File: config.mk
export PLATFORM = sky130hd
export DESIGN_NAME = scf_seq
export DESIGN_NICKNAME = d
export VERILOG_FILES = /design/src/rtl/scf_pkg.sv /design/src/rtl/scf_stack.sv /design/src/rtl/scf_cond.sv /design/src/rtl/scf_index.sv /design/src/rtl/scf_seq.sv
export SDC_FILE = /design/constraint.sdc
export NUM_CORES = 1
export LEC_CHECK = 0
export ABC_AREA = 0
export BUFFER_PORTS_ARGS = -buffer_cell sky130_fd_sc_hd__buf_2
export CORE_AREA = 2 2 276 223
export CTS_CLUSTER_SIZE = 25
export DETAILED_ROUTE_END_ITERATION = 16
export DIE_AREA = 0 0 278 225
export MAX_ROUTING_LAYER = met4
export PLACE_DENSITY = 0.75
export RECOVER_POWER = 100
export SLEW_MARGIN = 10
export SYNTH_ARGS = -nofsm -noshare
export SYNTH_HDL_FRONTEND = slang
export SYNTH_SLANG_ARGS = --single-unit
File: constraint.sdc
create_clock -name clk -period 12.26 [get_ports clk]
set_input_delay 1.226 -clock clk [delete_from_list [all_inputs] [get_ports clk]]
set_output_delay 1.226 -clock clk [all_outputs]
set_load 0.02 [all_outputs]
File: src/rtl/scf_pkg.sv
// Shared constants and stack-entry types of the shader control-flow sequencer.
// Assumes a 32-bit instruction word with the opcode in its top six bits.
package scf_pkg;
    localparam int PC_W    = 12;
    localparam int INSN_W  = 32;
    localparam int CNT_W   = 8;
    localparam int ITER_W  = CNT_W + 1;
    localparam int BOOL_W  = 16;
    localparam int BSEL_W  = $clog2(BOOL_W);
    localparam int NUM_INT = 4;
    localparam int SRC_W   = 7;

    localparam logic [5:0] OP_END   = 6'h22;
    localparam logic [5:0] OP_CALL  = 6'h24;
    localparam logic [5:0] OP_CALLC = 6'h25;
    localparam logic [5:0] OP_CALLU = 6'h26;
    localparam logic [5:0] OP_IFU   = 6'h27;
    localparam logic [5:0] OP_IFC   = 6'h28;
    localparam logic [5:0] OP_LOOP  = 6'h29;
    localparam logic [5:0] OP_JMPC  = 6'h2C;
    localparam logic [5:0] OP_JMPU  = 6'h2D;

    typedef struct packed {
        logic [PC_W-1:0]   start;
        logic [PC_W-1:0]   stop;
        logic [ITER_W-1:0] iters;
        logic [CNT_W-1:0]  step;
    } loop_ent_t;

    typedef struct packed {
        logic [PC_W-1:0] stop;
        logic [PC_W-1:0] resume;
    } if_ent_t;

    typedef struct packed {
        logic [PC_W-1:0] stop;
        logic [PC_W-1:0] ret;
    } call_ent_t;
endpackage

File: src/rtl/scf_stack.sv
// Generic LIFO for control-flow entries with push, pop and top rewrite.
// The top it shows already includes a push made in the same cycle, so the
// caller can test an entry it is creating. Push on full is dropped and flagged.
// Assumes pop and upd are only raised while nonempty_eff is high.
module scf_stack #(
    parameter int W     = 24,
    parameter int DEPTH = 4,
    localparam int PW   = $clog2(DEPTH + 1),
    localparam int AW   = (DEPTH > 1) ? $clog2(DEPTH) : 1
) (
    input  logic         clk,
    input  logic         rst_n,
    input  logic         clear,
    input  logic         push_req,
    input  logic [W-1:0] push_data,
    input  logic         pop,
    input  logic         upd,
    input  logic [W-1:0] upd_data,
    output logic [W-1:0] top_eff,
    output logic         nonempty_eff,
    output logic         overflow
);
    logic [W-1:0]  mem [DEPTH];
    logic [PW-1:0] ptr;
    logic [PW-1:0] ptr_eff;
    logic          full;
    logic          push_ok;

    // Effective pointer and top after an accepted push
    always_comb begin
        full         = (ptr == PW'(DEPTH));
        push_ok      = push_req && !full;
        overflow     = push_req && full;
        ptr_eff      = ptr + PW'(push_ok);
        nonempty_eff = (ptr_eff != '0);
        top_eff      = push_ok ? push_data : mem[AW'(ptr - 1'b1)];
    end

    // Stack pointer: clear, pop or settle at the effective depth
    always_ff @(posedge clk) begin
        if (!rst_n)      ptr <= '0;
        else if (clear)  ptr <= '0;
        else if (pop)    ptr <= ptr_eff - 1'b1;
        else             ptr <= ptr_eff;
    end

    // Entry storage: write a new entry or a rewritten top
    always_ff @(posedge clk) begin
        if (rst_n && !clear && !pop && (push_ok || upd))
            mem[AW'(ptr_eff - 1'b1)] <= upd ? upd_data : push_data;
    end

    AST_PTR_BOUND: assert property (@(posedge clk) disable iff (!rst_n)
        ptr <= PW'(DEPTH)) else $error("stack pointer beyond depth");
    AST_FULL_HOLD: assert property (@(posedge clk) disable iff (!rst_n)
        (push_req && full && !pop && !clear) |=> $stable(ptr)) else $error("push on full moved pointer");
endmodule

File: src/rtl/scf_cond.sv
// Evaluates the two-flag condition test of conditional flow opcodes.
// Purely combinational; mode encoding is fixed by the instruction format.
module scf_cond (
    input  logic [1:0] mode,
    input  logic       ref_x,
    input  logic       ref_y,
    input  logic       cmp_x,
    input  logic       cmp_y,
    output logic       hit
);
    logic mx, my;

    // Match each flag against its reference and combine per mode
    always_comb begin
        mx = (cmp_x == ref_x);
        my = (cmp_y == ref_y);
        unique case (mode)
            2'd0:    hit = mx || my;
            2'd1:    hit = mx && my;
            2'd2:    hit = mx;
            default: hit = my;
        endcase
    end
endmodule

File: src/rtl/scf_index.sv
// Relative source-operand indexing: adds an address offset or the loop
// counter to indices at or above the uniform base. Combinational.
module scf_index #(
    parameter int SW   = 7,
    parameter int OW   = 8,
    parameter int BASE = 32
) (
    input  logic [SW-1:0] src,
    input  logic [1:0]    mode,
    input  logic [OW-1:0] off_x,
    input  logic [OW-1:0] off_y,
    input  logic [OW-1:0] ctr,
    output logic [OW-1:0] idx
);
    logic [OW-1:0] off;

    // Pick the offset for the mode and add it above the base
    always_comb begin
        unique case (mode)
            2'd1:    off = off_x;
            2'd2:    off = off_y;
            2'd3:    off = ctr;
            default: off = '0;
        endcase
        if (src < SW'(BASE)) idx = OW'(src);
        else                 idx = OW'(src) + off;
    end
endmodule

File: src/rtl/scf_seq.sv
// Shader control-flow sequencer: owns the PC, executes flow opcodes, keeps
// loop/if/call stacks and resolves their end addresses in the order loop, if,
// call after every instruction. Assumes instr is the word at fetch_pc in the
// same cycle, and that non-flow opcodes are executed elsewhere.
module scf_seq
    import scf_pkg::*;
#(
    parameter int LOOP_DEPTH = 4,
    parameter int IF_DEPTH   = 8,
    parameter int CALL_DEPTH = 4
) (
    input  logic              clk,
    input  logic              rst_n,
    input  logic              start,
    input  logic [PC_W-1:0]   entry_pc,
    input  logic [INSN_W-1:0] instr,
    input  logic              cmp_x,
    input  logic              cmp_y,
    input  logic              cfg_we,
    input  logic [2:0]        cfg_addr,
    input  logic [31:0]       cfg_wdata,
    input  logic [SRC_W-1:0]  src_sel,
    input  logic [1:0]        src_mode,
    output logic [PC_W-1:0]   fetch_pc,
    output logic              busy,
    output logic              done,
    output logic              stack_err,
    output logic [CNT_W-1:0]  loop_ctr,
    output logic [CNT_W-1:0]  src_index
);
    logic [PC_W-1:0]   pc;
    logic              running;
    logic              done_q, err_q;
    logic [CNT_W-1:0]  ctr;
    logic [31:0]       int_u [NUM_INT];
    logic [BOOL_W-1:0] bool_u;
    logic [CNT_W-1:0]  off_x, off_y;

    logic [5:0]        op;
    logic [PC_W-1:0]   tgt, pc_seq;
    logic [CNT_W-1:0]  cnt;
    logic              cond_ok, bool_bit, is_end, launch;
    logic [31:0]       lu;

    logic              l_push, i_push, c_push;
    loop_ent_t         l_pdata, l_top, l_udata;
    if_ent_t           i_pdata, i_top;
    call_ent_t         c_pdata, c_top;
    logic              l_ne, i_ne, c_ne;
    logic              l_ovf, i_ovf, c_ovf;
    logic              l_hit, l_pop, l_upd, i_hit, c_hit;
    logic [PC_W-1:0]   pc1, pc2, pc3, pc4;
    logic [CNT_W-1:0]  ctr_base, ctr_n;
    logic              unused_bits;

    assign op       = instr[31:26];
    assign tgt      = instr[21:10];
    assign cnt      = instr[CNT_W-1:0];
    assign pc_seq   = pc + PC_W'(1);
    assign bool_bit = bool_u[instr[25:22]];
    assign lu       = int_u[instr[23:22]];
    assign launch   = start && !running;
    assign unused_bits = ^{instr[9:8], lu[31:24], cfg_wdata[31:16]};

    scf_cond u_cond (
        .mode(instr[23:22]), .ref_x(instr[25]), .ref_y(instr[24]),
        .cmp_x(cmp_x), .cmp_y(cmp_y), .hit(cond_ok)
    );

    // Decode the instruction: sequential PC, branch target and stack pushes
    always_comb begin
        pc1    = pc_seq;
        is_end = 1'b0;
        l_push = 1'b0;
        i_push = 1'b0;
        c_push = 1'b0;
        l_pdata.start  = pc_seq;
        l_pdata.stop   = tgt + PC_W'(1);
        l_pdata.iters  = {1'b0, lu[CNT_W-1:0]} + ITER_W'(1);
        l_pdata.step   = lu[3*CNT_W-1:2*CNT_W];
        i_pdata.stop   = tgt;
        i_pdata.resume = tgt + PC_W'(cnt);
        c_pdata.stop   = tgt + PC_W'(cnt);
        c_pdata.ret    = pc_seq;
        if (running) begin
            unique case (op)
                OP_END:   is_end = 1'b1;
                OP_CALL:  begin c_push = 1'b1; pc1 = tgt; end
                OP_CALLC: if (cond_ok)  begin c_push = 1'b1; pc1 = tgt; end
                OP_CALLU: if (bool_bit) begin c_push = 1'b1; pc1 = tgt; end
                OP_IFC:   if (cond_ok)  i_push = 1'b1; else pc1 = tgt;
                OP_IFU:   if (bool_bit) i_push = 1'b1; else pc1 = tgt;
                OP_LOOP:  l_push = 1'b1;
                OP_JMPC:  if (cond_ok) pc1 = tgt;
                OP_JMPU:  if (bool_bit == !instr[0]) pc1 = tgt;
                default:  ;
            endcase
        end
    end

    // Resolve stack ends in priority order: loop, then if, then call
    always_comb begin
        l_hit   = running && !is_end && l_ne && (pc1 == l_top.stop);
        l_pop   = l_hit && (l_top.iters == ITER_W'(1));
        l_upd   = l_hit && !l_pop;
        l_udata = l_top;
        l_udata.iters = l_top.iters - ITER_W'(1);
        pc2     = l_upd ? l_top.start : pc1;
        i_hit   = running && !is_end && i_ne && (pc2 == i_top.stop);
        pc3     = i_hit ? i_top.resume : pc2;
        c_hit   = running && !is_end && c_ne && (pc3 == c_top.stop);
        pc4     = c_hit ? c_top.ret : pc3;
        ctr_base = l_push ? lu[2*CNT_W-1:CNT_W] : ctr;
        ctr_n    = ctr_base + (l_hit ? l_top.step : '0);
    end

    scf_stack #(.W($bits(loop_ent_t)), .DEPTH(LOOP_DEPTH)) u_lstk (
        .clk(clk), .rst_n(rst_n), .clear(launch), .push_req(l_push), .push_data(l_pdata),
        .pop(l_pop), .upd(l_upd), .upd_data(l_udata), .top_eff(l_top),
        .nonempty_eff(l_ne), .overflow(l_ovf)
    );
    scf_stack #(.W($bits(if_ent_t)), .DEPTH(IF_DEPTH)) u_istk (
        .clk(clk), .rst_n(rst_n), .clear(launch), .push_req(i_push), .push_data(i_pdata),
        .pop(i_hit), .upd(1'b0), .upd_data(i_pdata), .top_eff(i_top),
        .nonempty_eff(i_ne), .overflow(i_ovf)
    );
    scf_stack #(.W($bits(call_ent_t)), .DEPTH(CALL_DEPTH)) u_cstk (
        .clk(clk), .rst_n(rst_n), .clear(launch), .push_req(c_push), .push_data(c_pdata),
        .pop(c_hit), .upd(1'b0), .upd_data(c_pdata), .top_eff(c_top),
        .nonempty_eff(c_ne), .overflow(c_ovf)
    );

    // Run control: launch, per-instruction PC/counter update, END halt
    always_ff @(posedge clk) begin
        if (!rst_n) begin
            pc <= '0; running <= 1'b0; done_q <= 1'b0; err_q <= 1'b0; ctr <= '0;
        end else begin
            done_q <= running && is_end;
            err_q  <= l_ovf || i_ovf || c_ovf;
            if (launch) begin
                pc <= entry_pc; running <= 1'b1;
            end else if (running) begin
                if (is_end) running <= 1'b0;
                else begin pc <= pc4; ctr <= ctr_n; end
            end
        end
    end

    // Register port: integer and bool uniforms and the two address offsets
    always_ff @(posedge clk) begin
        if (!rst_n) begin
            for (int k = 0; k < NUM_INT; k++) int_u[k] <= '0;
            bool_u <= '0; off_x <= '0; off_y <= '0;
        end else if (cfg_we) begin
            if (cfg_addr < 3'(NUM_INT)) int_u[cfg_addr[1:0]] <= cfg_wdata;
            else if (cfg_addr == 3'd4)  bool_u <= cfg_wdata[BOOL_W-1:0];
            else if (cfg_addr == 3'd5)  off_x  <= cfg_wdata[CNT_W-1:0];
            else if (cfg_addr == 3'd6)  off_y  <= cfg_wdata[CNT_W-1:0];
        end
    end

    scf_index #(.SW(SRC_W), .OW(CNT_W), .BASE(32)) u_idx (
        .src(src_sel), .mode(src_mode), .off_x(off_x), .off_y(off_y),
        .ctr(ctr), .idx(src_index)
    );

    assign fetch_pc  = pc;
    assign busy      = running;
    assign done      = done_q;
    assign stack_err = err_q;
    assign loop_ctr  = ctr;

    AST_DONE_PULSE: assert property (@(posedge clk) disable iff (!rst_n)
        done |=> !done) else $error("done longer than one cycle");
    AST_HALT_HOLD: assert property (@(posedge clk) disable iff (!rst_n)
        (!busy && !start) |=> $stable(fetch_pc)) else $error("pc moved while idle");
    AST_START_BUSY: assert property (@(posedge clk) disable iff (!rst_n)
        (start && !busy) |=> (busy && fetch_pc == $past(entry_pc))) else $error("start not taken");
    AST_LOW_INDEX: assert property (@(posedge clk) disable iff (!rst_n)
        (src_sel < 7'h20) |-> (src_index == {1'b0, src_sel})) else $error("low index offset");
    AST_ERR_PULSE: assert property (@(posedge clk) disable iff (!rst_n)
        stack_err |-> $past(busy)) else $error("stack error while idle");
endmodule

==> reports/results.txt <==
Pre-antenna DRT Iters: 6
Bufs and invs on worst path: 4
R2r startpoint: busy
Kind of critical path: in -> reg
Post-synthesis register bit count: 613
Number of synthesis warnings: 0
Worst-path cell chain: buf_2 -> clkbuf_1 -> mux4_2 -> nand2b_1 -> a32o_1 -> mux2_4 -> a211oi_4 -> nor3_1 -> or3_1 -> a2111oi_4 -> nor4b_4 -> buf_4 -> mux2i_1 -> xnor2_1 -> nor4_4 -> nand4_4 -> mux2i_1 -> xor2_1 -> or3_1 -> nor2_1 -> nor4b_1 -> buf_4
Critical Path Source Type: primary input
Cells after synthesis: 2216
DR vias/cell: 6.22
Worst-Margin Slew: 2.98 ns
Vias in the first global route: 19212
Met3 global-route usage: 4.85%
Post-Synth Simple-Gate Area: 10.4%
Max Cap Viol: 18
Starting Density: 49.7%
Status: finished with violations
Final nets: 2469
Grt peak-use layer: met2
Layout cell share with drive strength beyond 1: 16.4%
WL final: 77000 µm
Slowest CP cell: clkbuf_1
Crit end category: flip-flop
Hold crit path type: reg -> reg
Synth Area in XOR/XNOR: 2.74%
Largest net degree at the start of global routing: 55
Async SR Flop Fraction: 0%
Largest family of logic cells by synthesized area: multiplexers
Failing checks: capacitance limit, slew limit
Dpl cell area: 31200 µm²
Clk_skew: 0.0498 ns
PD cells: 136 nW/µm²
Final antenna-violating net count: 0
Initial DRC Count: 2401
RSZ-0062 raised after global routing: no
Setup slack, reg-to-reg: 3.00 ns
Synth Area in Compound Gates: 7.49%
CP arrival: 10.78 ns
First-pass GRT wire length: 116000 µm
Leading cell type in the layout, fill and taps excluded: edfxtp_1
Clk buf depth: 3
EDFF count, synth: 548
Fin. max-slew vios: 501
Top Family by Delay on Critical Path: simple AND/OR/NAND/NOR gates
Setup_tns: 0 ns
Clk root buf: clkbuf_16
Final Critical Period: 10.53 ns
DP Worst Slack: 2.19 ns
# setup viols final: 0
Post-synthesis mux area share: 14.3%
DR WL/cell: 24.4 µm
Die Height: 225 µm
CTS Buf Count: 58
Hold EP: bool_u[1]
Die area: 62600 µm²
CP Data Required Time: 12.52 ns
VDD IR max: 0.106 mV
Total number of vias: 19589
Core Rows: 80
Final Hold Vio Count: 0
Hold_buf cts: 0
I/O pin cnt: 125
CP max FO: 34
TritonCTS clock tree: done
Placer Congestion: 0.939
Port Buffers: 114
Register area share after synthesis: 60.0%
Initial antenna violation count: 3
Hold depth: 2
Syn_nets: 2361
Post-synth cell types: 94
Hpwl dp: 50700 µm
Worst rel slew slack: -99.7%
Final instance area: 32800 µm²
Adder-cell share of the synthesized area: 2.23%
Core Box Area: 59600 µm²
Synthesis-to-layout area growth: 10.8%
Post-CTS Setup Bufs: 0
Met1 GRT Util: 36.7%
Setup WS post-layout: 1.73 ns
GR Overflow Total: 0
Syn_area_per_cell: 13.4 µm²
FMAX: 95.0 MHz
Min-Delay Startpoint: bool_u[1]
Crit path largest cell delay: 1.51 ns
# clock sinks: 613
Fin crit share: 85.9%
Most frequent cells in the layout: edfxtp_1 (548), nand2_1 (289), nor2_1 (181)
CTS clock-pin slew for the worst setup and hold paths: 0.06 ns
Most common flop cell mapped by yosys: edfxtp_1
Reg-to-reg critical path endpoint: u_cstk.mem[0][10]
H-tree level count: 2
Leakage: 11.3 nW
Die width: 278 µm
GRT Overall Usage: 25.4%
Post-synthesis instance area: 29600 µm²
# resized after CTS: 0
Met2 Resource Use GR: 37.3%
DRC viols: 0
Clk_lat worst skew: 0.64 ns
R2R depth: 22
-- sequential cells by signal (all words and copies together), names as in the netlist --
signal / count
u_cstk.ptr: 3
bool_u: 16
u_cstk.mem: 96
int_u: 96
busy: 1
off_y: 8
stack_err: 1
off_x: 8
u_istk.mem: 192
done: 1
u_lstk.ptr: 3
u_lstk.mem: 164
u_istk.ptr: 4
loop_ctr: 8
fetch_pc: 12
-- synth_stat cells, drive strengths merged, types with 12 or more instances --
cell type,number,area share [%]
and2,16,0.34
and3,16,0.34
clkbuf,91,1.2
ha,48,2.0
mux4,139,11
inv,77,0.98
o21ai,77,1.3
nor3,29,0.51
nor2,182,2.3
xor2,31,0.94
nor4,13,0.37
nand3,42,0.71
mux2,37,1.4
dfxtp,65,4.4
xnor2,60,1.8
a21oi,120,2.0
nand2,289,3.7
a21o,13,0.33
buf,34,0.66
or3,12,0.25
o2111ai,14,0.41
edfxtp,548,56
nand2b,18,0.38
mux2i,68,2.3
-- final cells by class --
cell class / count / area [µm²]
Fill cell: 4726 / 26800
Sequential cell: 613 / 17800
Multi-Input combinational cell: 1401 / 11000
Clock buffer: 65 / 1480
Tap cell: 779 / 975
Timing Repair Buffer: 173 / 821
Clock inverter: 42 / 417
Inverter: 77 / 289
Antenna cell: 1 / 2.50
-- per-layer routing --
| layer | share of wire, % | wire, µm |
|---|---|---|
| met1 | 42 | 32300 |
| met2 | 45 | 34300 |
| met3 | 11 | 8640 |
| met4 | 2.2 | 1730 |
| met5 | 0 | 0 |
-- through the flow --
stage / power, mW / hold slack, ns / util (%) / cells
2_1_floorplan: 2.59 / 0.433 / - / 2216
3_3_place_gp: 2.70 / 0.440 / 52.3 / 3043
3_5_place_dp: 2.72 / 0.447 / 52.3 / 3043
4_1_cts: 4.49 / 0.455 / 55.5 / 3150
5_1_grt: 4.59 / 0.470 / 55.1 / 3151
6_report: 4.46 / 0.457 / 55.1 / 3151
-- worst max-delay path by stage --
stage	endpoint	cells after the start	start	slack, ns
2_1_floorplan	u_cstk.mem[0][0]	30	u_lstk.ptr[0]	1.36
3_3_place_gp	u_cstk.mem[1][1]	26	instr[28]	2.34
3_5_place_dp	u_cstk.mem[0][7]	26	instr[28]	2.19
4_1_cts	u_cstk.mem[0][7]	26	instr[28]	2.77
5_1_grt	u_cstk.mem[0][5]	22	instr[23]	1.10
6_report	u_cstk.mem[0][10]	22	instr[23]	1.73
-- cells by family after synthesis --
logic type               count (synthesis)
AO/OA/AOI/OAI                          342
XOR/XNOR                                91
adder cells (fa/ha/maj)                 51
buffers and inverters                  202
flip-flops                             613
multiplexers                           244
AND/OR/NAND/NOR                        673
-- worst register-to-register path, cell delays in order, from the launching register on --
cell and delay (ns):
dfxtp_1 0.58, clkbuf_1 0.78, and4b_1 0.47, and3_1 0.28
buf_4 0.33, mux2i_1 0.53, nand3_1 0.16, a211o_1 0.34
o21ai_0 0.07, nor4_1 0.12, a2111oi_4 0.33, nor4b_4 0.29
buf_4 0.33, mux2i_1 0.65, xnor2_1 0.25, nor4_4 0.36
nand4_4 0.61, mux2i_1 0.63, xor2_1 0.26, or3_1 0.47
nor2_1 0.21, nor4b_1 0.38, buf_4 0.44
-- report_power, final --
group          total (mW)  internal [mW]  switching, mW  leakage [nW]
clock                1.79          0.997          0.791         0.915
combinational       0.330         0.0971          0.233          4.89
sequential           2.35           2.33         0.0141          5.54
Power figures use the tool's default switching activity.
